[src/rtl/intv_pkg.sv]
package intv_pkg;

  // strobes from the controller to the datapath
  typedef struct packed {
    logic loadCoarse;  // restart coarse count at one
    logic incCoarse;   // advance coarse count
    logic capture;     // merge coarse and fine into the result
    logic raiseErr;    // pulse the error output
  } dpCmd_t;

  typedef enum logic [1:0] {
    PH_IDLE  = 2'd0,
    PH_COUNT = 2'd1,
    PH_WAIT  = 2'd2
  } phase_t;

endpackage

[src/rtl/intv_edge_sync.sv]
module intv_edge_sync #(
  parameter int STAGES = 2
) (
  input  logic clk,
  input  logic rst,
  input  logic asyncIn,
  output logic risePulse
);
  logic [STAGES-1:0] chain;
  logic lastLvl;

  always_ff @(posedge clk) begin
    if (rst) begin
      chain   <= '0;
      lastLvl <= 1'b0;
    end else begin
      chain   <= {chain[STAGES-2:0], asyncIn};
      lastLvl <= chain[STAGES-1];
    end
  end

  assign risePulse = chain[STAGES-1] & ~lastLvl;
endmodule

[src/rtl/intv_ctrl.sv]
module intv_ctrl
  import intv_pkg::*;
#(
  parameter int CW           = 27,
  parameter int TIMEOUT_CLKS = 100000000
) (
  input  logic          clk,
  input  logic          rst,
  input  logic          armEn,
  input  logic          startRise,
  input  logic          stopRise,
  input  logic          interpValid,
  input  logic [CW-1:0] coarse,
  output dpCmd_t        cmd
);
  localparam logic [CW-1:0] LIMIT   = CW'(TIMEOUT_CLKS);
  localparam logic [CW-1:0] MIN_GAP = CW'(2);

  phase_t phase, phaseNext;

  always_ff @(posedge clk) begin
    if (rst) phase <= PH_IDLE;
    else     phase <= phaseNext;
  end

  always_comb begin
    cmd       = '0;
    phaseNext = phase;
    case (phase)
      PH_IDLE: begin
        if (armEn && startRise) begin
          if (stopRise) begin
            cmd.raiseErr = 1'b1;
          end else begin
            cmd.loadCoarse = 1'b1;
            phaseNext      = PH_COUNT;
          end
        end
      end
      PH_COUNT: begin
        if (stopRise) begin
          if (coarse < MIN_GAP) begin
            cmd.raiseErr = 1'b1;
            phaseNext    = PH_IDLE;
          end else begin
            phaseNext = PH_WAIT;
          end
        end else if (coarse >= LIMIT) begin
          cmd.raiseErr = 1'b1;
          phaseNext    = PH_IDLE;
        end else begin
          cmd.incCoarse = 1'b1;
        end
      end
      PH_WAIT: begin
        if (interpValid) begin
          cmd.capture = 1'b1;
          phaseNext   = PH_IDLE;
        end
      end
      default: phaseNext = PH_IDLE;
    endcase
  end
endmodule

[src/rtl/intv_datapath.sv]
module intv_datapath
  import intv_pkg::*;
#(
  parameter int CW    = 27,
  parameter int IW    = 9,
  parameter int RW    = 36,
  parameter int STEPS = 400
) (
  input  logic          clk,
  input  logic          rst,
  input  dpCmd_t        cmd,
  input  logic [IW-1:0] interpStart,
  input  logic [IW-1:0] interpStop,
  output logic [CW-1:0] coarse,
  output logic [RW-1:0] resultOut,
  output logic          resultValid,
  output logic          errFlag
);
  logic [RW-1:0] merged;

  assign merged = RW'(coarse) * RW'(STEPS) + RW'(interpStart) - RW'(interpStop);

  always_ff @(posedge clk) begin
    if (rst) begin
      coarse      <= '0;
      resultOut   <= '0;
      resultValid <= 1'b0;
      errFlag     <= 1'b0;
    end else begin
      if (cmd.loadCoarse)     coarse <= CW'(1);
      else if (cmd.incCoarse) coarse <= coarse + CW'(1);
      if (cmd.capture) resultOut <= merged;
      resultValid <= cmd.capture;
      errFlag     <= cmd.raiseErr;
    end
  end
endmodule

[src/rtl/interval_meter.sv]
module interval_meter
  import intv_pkg::*;
#(
  parameter int STEPS        = 400,
  parameter int TIMEOUT_CLKS = 100000000,
  parameter int SYNC_STAGES  = 2,
  parameter int IW           = $clog2(STEPS),
  parameter int RW           = $clog2(TIMEOUT_CLKS + 1) + $clog2(STEPS)
) (
  input  logic          clk,
  input  logic          rst,
  input  logic          armEn,
  input  logic          startIn,
  input  logic          stopIn,
  input  logic [IW-1:0] interpStart,
  input  logic [IW-1:0] interpStop,
  input  logic          interpValid,
  output logic [RW-1:0] resultOut,
  output logic          resultValid,
  output logic          errFlag
);
  localparam int CW = $clog2(TIMEOUT_CLKS + 1);

  logic          startRise, stopRise;
  logic [CW-1:0] coarseVal;
  dpCmd_t        cmd;

  intv_edge_sync #(.STAGES(SYNC_STAGES)) uStartSync (
    .clk(clk), .rst(rst), .asyncIn(startIn), .risePulse(startRise)
  );

  intv_edge_sync #(.STAGES(SYNC_STAGES)) uStopSync (
    .clk(clk), .rst(rst), .asyncIn(stopIn), .risePulse(stopRise)
  );

  intv_ctrl #(.CW(CW), .TIMEOUT_CLKS(TIMEOUT_CLKS)) uCtrl (
    .clk(clk), .rst(rst), .armEn(armEn), .startRise(startRise),
    .stopRise(stopRise), .interpValid(interpValid), .coarse(coarseVal),
    .cmd(cmd)
  );

  intv_datapath #(.CW(CW), .IW(IW), .RW(RW), .STEPS(STEPS)) uData (
    .clk(clk), .rst(rst), .cmd(cmd), .interpStart(interpStart),
    .interpStop(interpStop), .coarse(coarseVal), .resultOut(resultOut),
    .resultValid(resultValid), .errFlag(errFlag)
  );
endmodule

[config.mk]
export PLATFORM = sky130hd
export DESIGN_NAME = interval_meter
export DESIGN_NICKNAME = d
export VERILOG_FILES = /design/src/rtl/intv_pkg.sv /design/src/rtl/intv_edge_sync.sv /design/src/rtl/intv_ctrl.sv /design/src/rtl/intv_datapath.sv /design/src/rtl/interval_meter.sv
export SDC_FILE = /design/constraint.sdc
export NUM_CORES = 1
export LEC_CHECK = 0
export ABC_CLOCK_PERIOD_IN_PS = 17550
export BUFFER_PORTS_ARGS = -buffer_cell sky130_fd_sc_hd__buf_2
export CORE_MARGIN = 2
export CORE_UTILIZATION = 35
export CTS_CLUSTER_SIZE = 24
export DETAILED_ROUTE_END_ITERATION = 12
export PLACE_DENSITY = 0.5
export SLEW_MARGIN = 5
export SYNTH_ARGS = -nofsm -noshare
export SYNTH_HDL_FRONTEND = slang
export SYNTH_SLANG_ARGS = --single-unit
export TNS_END_PERCENT = 100
[constraint.sdc]
create_clock -name clk -period 17.55 [get_ports clk]
set_clock_uncertainty 0.05 [all_clocks]
set_input_delay 2.6325 -clock clk [delete_from_list [all_inputs] [get_ports clk]]
set_output_delay 2.6325 -clock clk [all_outputs]
set_load 0.05 [all_outputs]
Word level (Yosys, flattened, before mapping)
Cells that the tools add are included. W data, S select, Z words.

Add/subtract/negate cells: 3. Multipliers: 1. Magnitude comparators: 2. Equal/unequal tests: 6. Multiplexer cells: 23. Bitwise gates (word level): 4. Reductions and logical operators: 5.

Operator list (number): $add A36 B9 Y36 (1); $sub A36 B9 Y36 (1); $mul A27 B5 Y32 const B (1); $add A27 B1 Y27 const B (1); $ge A27 B27 Y1 const B (1); $lt A27 B2 Y1 const B (1); $mux W1 (15); $mux W2 (6); $pmux W2 S3 (1); $ne A2 B2 Y1 const B (2); $reduce_and A4 Y1 (1); $ne A3 B2 Y1 const B (1); $and A1 B1 Y1 (2); $eq A2 B1 Y1 const B (1); $eq A2 B2 Y1 const B (1); $logic_not A2 Y1 (1); $ne A2 B1 Y1 const B (1); $not A1 Y1 (2); $pmux W1 S2 (1); $reduce_bool A2 Y1 (1); $reduce_or A2 Y1 (1); $logic_and A1 B1 Y1 (1).

Flip-flop bits (word level): 73. Output and inout port bits: 38. Logic and storage cells: 54.

Logic depth before layout (Yosys ltp)
Gate-level depths: netlist of the first run.

Depth in word-level cells: 6. Gate-level depth with buffers: 32. Depth with buffers taken out: 31.

Modules after synthesis
From an unflattened synthesis of the first run, not the netlist that was laid out.

Cell total of the unflattened synthesis: 930. Area, all modules: 7878.8 um^2.

By module, submodules not included: intv_datapath (times used 1, cells each 880, area an instance 7435.9 um^2); intv_ctrl (times used 1, cells each 36, area an instance 267.8 um^2); intv_edge_sync (times used 2, cells each 7, area an instance 87.6 um^2).

Least setup slack after synthesis of the first run
No wires, ideal clock.

Path kind: input to register. From: input port interpStop[8]. To: register uData.resultOut[32]. Library setup time: 0.062 ns. Arrival: 5.744 ns. Path slack: 11.693 ns. Stages: 16. Buffers on the path: 1. Path through: inv_1 > fa_1 > ha_1 > clkbuf_1 > a21oi_1 > o21ai_1 > a221o_1 > a21oi_1 > o21ai_1 > a311oi_1 > o311ai_2 > o221ai_2 > or2_4 > nand3b_1 > a2111o_1 > nand3_1.

Longest elaborated chain between the ends: 1.

RTL lines: from (decl) (line interval_meter.sv:16) `input logic [IW-1:0] interpStop,`; $sub A36 B9 Y36 (line intv_datapath.sv:21) `assign merged = RW'(coarse) * RW'(STEPS) + RW'(interpStart) - RW'(interpStop);`; to (signal assigned) (line intv_datapath.sv:32) `if (cmd.capture) resultOut <= merged;`; to (decl) (line intv_datapath.sv:15) `output logic [RW-1:0] resultOut,`.

Every way passes these cells. A chain may end at the register's enable or synchronous reset.

Worst setup path in the final report of the first run
From: register uData.coarse[4]. To: register uData.resultOut[31].

Longest elaborated chain between the ends: 3.

RTL lines: from (decl) (line intv_datapath.sv:14) `output logic [CW-1:0] coarse,`; from (signal assigned) (line intv_datapath.sv:31) `else if (cmd.incCoarse) coarse <= coarse + CW'(1);`; $mul A27 B5 Y32 (line intv_datapath.sv:21); $add A36 B9 Y36 (line intv_datapath.sv:21); $sub A36 B9 Y36 (line intv_datapath.sv:21).

Every way passes these cells.

==> summary.txt, run 1 <==
status - complete, no violations
startpoint types - flip-flop
post-route clock period utilization - 36.2%
worst-path fanout max - 4
Worst setup EP type - flip-flop
post-synth top area cell - ha_1
Final Wtd Congestion - 0.842
max frequency - 157 MHz
Comb pwr share - 16.3%
Post-Syn Instances - 996
Syn Area/Cell - 8.07 sq um
leakage power - 0.00466 uW
min Tclk post-route - 6.35 ns
Post-Synthesis Net Count - 1,200
Worst EP arrival - 6.60 ns
initial antenna violation count - 0
Hold Path Class - reg2reg
TNS Setup - 0 ns
NetSw - 121 uW
DR vias/cell - 4.80
Slew Viols, Final - 0
number of global-route vias before repair - 6,435
clock latency on the worst-skew pair - 0.35 ns
EDFF count, synth - 0
main flop type after synthesis - dfxtp_1
slowest CP cell - fa_1
leading cell type in the layout, fill and taps excluded - inv_1
Yosys cell types - 71
Synth async-reset ratio - 0%
Reg clk slew, reported paths - 0.07 ns
DRT Pass-1 Iters - 4
CTS max path bufs - 2
setup bufs post-CTS - 0
CP peak stage delay - 0.49 ns
DIE HEIGHT - 156 microns
CTS tree - done
RSZ-0062 raised after global routing - false
routed vias - 6,397
gr usage total - 15.7%
cell row count - 55
Reg power frac - 39.5%
largest net degree at the start of global routing - 55
Die Area - 24,200 sq um
clock network power share - 44.2%
Least-Margin Pin Slew - 1.14 ns
starting DRC count in detailed routing - 168
ranking of synthesized cells by area - ha_1 (24%), dfxtp_1 (18%), inv_1 (7.7%), fa_1 (7.0%), xnor2_1 (6.5%)
Pint - 303 uW
Critical Path Most Common Cell - ha_1
Crit Path Category - reg2reg
Max Cap Violations - 0
initial core utilization - 35.6%
total CTS buffers - 9
Hold Slack - 0.397 ns
grt ovf - 0
hpwl dp - 14,800 microns
hold buffer count at cts - 0
drt total wl - 18,200 microns
PD cells - 47.5 nW/um^2
#FFs+latches synth - 73
Total Nets Final - 1,248
total of warnings raised by yosys - 0
Final setup viols - 0
Cell Area, Synth - 8040 sq um
top-area cell type share of the netlist area - 23.7%
Die X - 156 microns
number of remaining DRC errors - 0
area grow syn2layout - 10.9%
peak supply drop - 0.0377 mV
Slew HR - 24.2%
Net Sw Frac - 28.5%
Final Hold Vio Count - 0
antenna diode count - 0
TritonCTS Sinks - 73
number of H-tree levels - 3
core area - 22,600 sq um
IO buf count - 61
fraction of layout cells with a size suffix above 1 - 9.72%
Seq/Total Area, Yosys - 18.2%
Worst Path Required - 17.80 ns
Ports - 62
WL/cell - 13.7 microns
Resize count post-CTS - 0
ANT nets after route - 0
first-pass GRT wire length - 31,100 microns
Root Buffer - clkbuf_16
most frequent cells in the layout - inv_1 (166), ha_1 (152), nand2_1 (88)
==> per-stage QoR <==
step / cells / setup slack, ns / instance area (sq um) / total power (uW) / utilization [%]
2_1_floorplan: 996 / 11.69 / 8040 / 225 / -
3_5_place_dp: 1318 / 11.12 / 8620 / 240 / 38.2
5_1_grt: 1334 / 10.61 / 8910 / 445 / 39.5
6_report: 1334 / 11.20 / 8910 / 423 / 39.5
3_3_place_gp: 1318 / 11.09 / 8620 / 241 / 38.2
4_1_cts: 1334 / 11.18 / 8910 / 431 / 39.5
==> synth_stat cells, types with 3 or more instances <==
| master | n |
|---|---|
| a211o_1 | 5 |
| a211oi_1 | 14 |
| a21o_1 | 27 |
| a21oi_1 | 69 |
| a21oi_2 | 3 |
| a31oi_1 | 5 |
| and2_1 | 7 |
| and3_1 | 9 |
| and4_1 | 3 |
| clkbuf_1 | 24 |
| dfxtp_1 | 73 |
| fa_1 | 28 |
| ha_1 | 152 |
| inv_1 | 166 |
| nand2_1 | 88 |
| nand2b_1 | 7 |
| nand3_1 | 23 |
| nand3b_1 | 5 |
| nand4_1 | 11 |
| nor2_1 | 67 |
| nor2b_1 | 16 |
| nor3_1 | 12 |
| nor3b_1 | 5 |
| o211ai_1 | 4 |
| o21a_1 | 8 |
| o21ai_0 | 22 |
| o21ai_1 | 5 |
| o21bai_1 | 7 |
| or3_1 | 4 |
| xnor2_1 | 60 |
| xor2_1 | 20 |
==> power groups by stage <==
stage	Clock (uW)	Combinational (uW)	Sequential [uW]
floorplan	0	54.7	171
global route	200	77.5	167
detailed placement	0	69.3	171
CTS	194	69.7	167
finish	187	68.9	167
global placement	0	69.9	171
==> layer usage <==
metal  track usage [%]  part of all wire [%]  vias up
met3              1.64                   2.2       13
met2              25.4                    44       69
met4              4.19                   1.2        0
li1                  -                     -     3426
met5                 0                     0        -
met1              22.2                    53     2889
==> registers in the layout, indices dropped and copies added (netlist names) <==
register            flops
uCtrl.phase             2
uData.resultOut        36
uData.coarse           27
uStopSync.lastLvl       1
uStartSync.lastLvl      1
uStartSync.chain        2
uStopSync.chain         2
uData.resultValid       1
uData.errFlag           1
==> critical path, delay by kind of cell (launching register included) <==
family          cells  cell delay (ns)
xor+xnor            1             0.16
simple gates        9             1.45
compound gates     12             2.25
buf+inv             3             0.20
flops               1             0.40
fa+ha+maj           5             1.76
==> cell type report <==
| class | count | area (sq um) |
|---|---|---|
| clock buffers | 11 | 253 |
| clock inverters | 5 | 37.5 |
| fillers | 2352 | 13700 |
| inverters | 167 | 627 |
| multi-input cells | 731 | 5870 |
| flip-flops and latches | 73 | 1460 |
| well taps | 285 | 357 |
| repair buffers | 62 | 313 |
==> path summary, 6_finish.rpt <==
check             cells after the start                  end  slack (ns)          startpoint
setup / recovery                     30  uData.resultOut[31]       11.20     uData.coarse[4]
hold / removal                        2   uData.resultOut[2]        0.40  uData.resultOut[2]
setup reg to reg                     30  uData.resultOut[31]       11.20     uData.coarse[4]
hold reg to reg                       2   uData.resultOut[2]        0.40  uData.resultOut[2]
==> kinds of logic after synthesis <==
group	after synthesis	synth area share, %
multiplexers	1	0.124
flip-flops	73	18.2
AO/OA/AOI/OAI	200	17.1
adder cells (fa/ha/maj)	180	30.6
buffers and inverters	192	8.96
XOR/XNOR	81	8.92
AND/OR/NAND/NOR	269	16.1
Power figures use the tool's default switching activity.
==> inputs of run 2 (changes only) <==
--- a/config.mk
+++ b/config.mk
@@ -5,7 +5,7 @@
 export SDC_FILE = /design/constraint.sdc
 export NUM_CORES = 1
 export LEC_CHECK = 0
-export ABC_CLOCK_PERIOD_IN_PS = 17550
+export ABC_CLOCK_PERIOD_IN_PS = 5850
 export BUFFER_PORTS_ARGS = -buffer_cell sky130_fd_sc_hd__buf_2
 export CORE_MARGIN = 2
 export CORE_UTILIZATION = 35
==> constraint.sdc (replaced) <==
create_clock -name clk -period 5.85 [get_ports clk]
set_clock_uncertainty 0.05 [all_clocks]
set_input_delay 0.8775 -clock clk [delete_from_list [all_inputs] [get_ports clk]]
set_output_delay 0.8775 -clock clk [all_outputs]
set_load 0.05 [all_outputs]
==> summary.txt, run 2 (synthesis gave the netlist of run 1 again) <==
slowest CP cell - fa_1
largest net degree at the start of global routing - 55 (unchanged)
Final Hold Vio Count - 0 (unchanged)
initial core utilization - 35.6% (unchanged)
Pint - 902 uW (+200%)
worst r2r src - uData.coarse[4]
leakage power - 0.00499 uW (+6.9%)
area grow syn2layout - 22.3%
# fillers - 2,335 (-0.72%)
NetSw - 363 uW (+200%)
startpoint types - flip-flop
number of H-tree levels - 3 (unchanged)
CTS max path bufs - 2 (unchanged)
max frequency - 176 MHz (+12%)
Die Area - 24,200 sq um (unchanged)
CP peak stage delay - 0.49 ns (about the same)
Worst setup EP type - flip-flop
Final setup viols - 0 (unchanged)
Hold Path Class - reg2reg
Finished Core Util - 43.6% (+4.1 points)
total CTS buffers - 9 (unchanged)
FF-to-FF path depth - 28 (-6.7%)
routed vias - 6,661 (+4.1%)
Worst Path Required - 6.08 ns (-11.72 ns)
antenna diode count - 0 (unchanged)
Final Wtd Congestion - 0.811 (-3.8%)
clock network power share - 42.4% (-1.8 points)
starting DRC count in detailed routing - 223 (+33%)
fraction of layout cells with a size suffix above 1 - 21.4% (+12 points)
worst-path fanout max - 4 (unchanged)
PD cells - 129 nW/um^2 (+170%)
peak supply drop - 0.112 mV (+200%)
Total Nets Final - 1,313 (+5.2%)
Least-Margin Pin Slew - 1.11 ns (-0.0320 ns)
number of global-route vias before repair - 6,543 (+1.7%)
initial antenna violation count - 0 (unchanged)
RSZ-0062 raised after global routing - true
drt total wl - 19,000 microns (+4.2%)
hpwl dp - 15,200 microns (+2.5%)
flop-to-flop setup slack - 0.18 ns (-11.01 ns)
Root Buffer - clkbuf_16
TritonCTS Sinks - 73 (unchanged)
TNS Setup - 0 ns (unchanged)
Max Cap Violations - 0 (unchanged)
total power - 1260 uW (+200%)
DR vias/cell - 4.76 (-0.71%)
R2R Path End - uData.resultOut[32]
Net Sw Frac - 28.7% (+0.21 points)
Slew Viols, Final - 0 (unchanged)
Crit Path Category - reg2reg
leading cell type in the layout, fill and taps excluded - inv_1
Reg clk slew, reported paths - 0.07 ns (about the same)
hold path cells - 1 (-1)
core area - 22,600 sq um (unchanged)
Ports - 62 (unchanged)
grt ovf - 0 (unchanged)
CTS tree - done
DIE HEIGHT - 156 microns (unchanged)
Comb pwr share - 18.0% (+1.7 points)
Top reg by flops - uData.resultOut
HP Start - uStopSync.chain[0]
Hold EP - uStopSync.chain[1]
WL/cell - 13.6 microns (-0.62%)
most frequent cells in the layout - inv_1 (152), ha_1 (128), nand2_1 (87)
hold buffer count at cts - 0 (unchanged)
ANT nets after route - 0 (unchanged)
largest registers - uData.resultOut: 36 flops, uData.coarse: 27 flops
clock latency on the worst-skew pair - 0.35 ns (about the same)
number of flip-flops in the largest register - 36 (unchanged)
Worst EP arrival - 5.90 ns (-0.70 ns)
Critical Path Most Common Cell - a21oi_2
Die X - 156 microns (unchanged)
min Tclk post-route - 5.67 ns (-0.688 ns)
gr usage total - 16.0% (+0.31 points)
Hold Slack - 0.397 ns (-0.000383 ns)
post-route clock period utilization - 96.9% (+61 points)
DRT Pass-1 Iters - 4 (unchanged)
number of remaining DRC errors - 0 (unchanged)
IO buf count - 61 (unchanged)
cell row count - 55 (unchanged)
Slew HR - 26.3% (+2.1 points)
status - complete, no violations
Reg power frac - 39.6% (about the same)
first-pass GRT wire length - 31,600 microns (+1.5%)
run 2: how the worst max path moves through the flow:
| stage | start | slack [ns] | depth (start not counted) | endpoint |
|---|---|---|---|---|
| finish | uData.coarse[4] | 0.18 | 28 | uData.resultOut[32] |
| floorplan | uData.coarse[6] | 0.01 | 30 | uData.resultOut[31] |
| detailed placement | uData.coarse[3] | -0.19 | 28 | uData.resultOut[31] |
| global route | uData.coarse[4] | -0.05 | 28 | uData.resultOut[34] |
| global placement | uData.coarse[5] | -0.06 | 30 | uData.resultOut[31] |
| CTS | uData.coarse[6] | 0.0006 | 31 | uData.resultOut[31] |
run 2: area by class of cell:
type | count | area [sq um] | share of cell area, %
clock buffer | 10 | 229 | 2.33
clock inverter | 6 | 42.5 | 0.433
inverter | 167 | 634 | 6.45
multi-input combinational | 731 | 6280 | 63.9
sequential | 73 | 1470 | 15.0
tap | 285 | 357 | 3.63
timing repair buffer | 127 | 820 | 8.33
run 2: worst max-delay path, delay by kind of cell, from the launching register on:
| family | cells | cell delay (ns) |
|---|---|---|
| fa+ha+maj | 5 | 1.52 |
| simple gates | 7 | 1.16 |
| buf+inv | 4 | 0.38 |
| xor+xnor | 1 | 0.13 |
| flops | 1 | 0.34 |
| compound gates | 11 | 2.02 |
run 2: metrics by stage:
stage / worst slack, ns / cells / cell area (sq um)
4_1_cts: 0.000648 / 1391 / 9390
6_report: 0.183 / 1399 / 9840
5_1_grt: -0.0540 / 1399 / 9840
3_3_place_gp: -0.0591 / 1373 / 9040
3_5_place_dp: -0.191 / 1373 / 9040
2_1_floorplan: 0.0137 / 996 / 8040
run 2: metal layers:
layer | vias up | GRT usage, % | part of all wire [%]
met4 | 0 | 3.93 | 1.0
met2 | 76 | 25.9 | 43
met1 | 3024 | 22.6 | 53
met5 | - | 0 | 0
li1 | 3549 | - | -
met3 | 12 | 1.89 | 2.7
run 2: power groups by stage:
stage	clock (uW)	combinational, uW	sequential (uW)
final	536	228	501
after global routing	576	257	501
after CTS	559	217	501
after detailed placement	0	215	512
after global placement	0	215	513
after floorplan	0	164	512
run 2: what timing repair did:
action / CTS / global route
buffers inserted: 2 / 8
setup endpoints to repair: 6 / 8
pin swaps: 17 / 43
gates resized for setup: 11 / 79
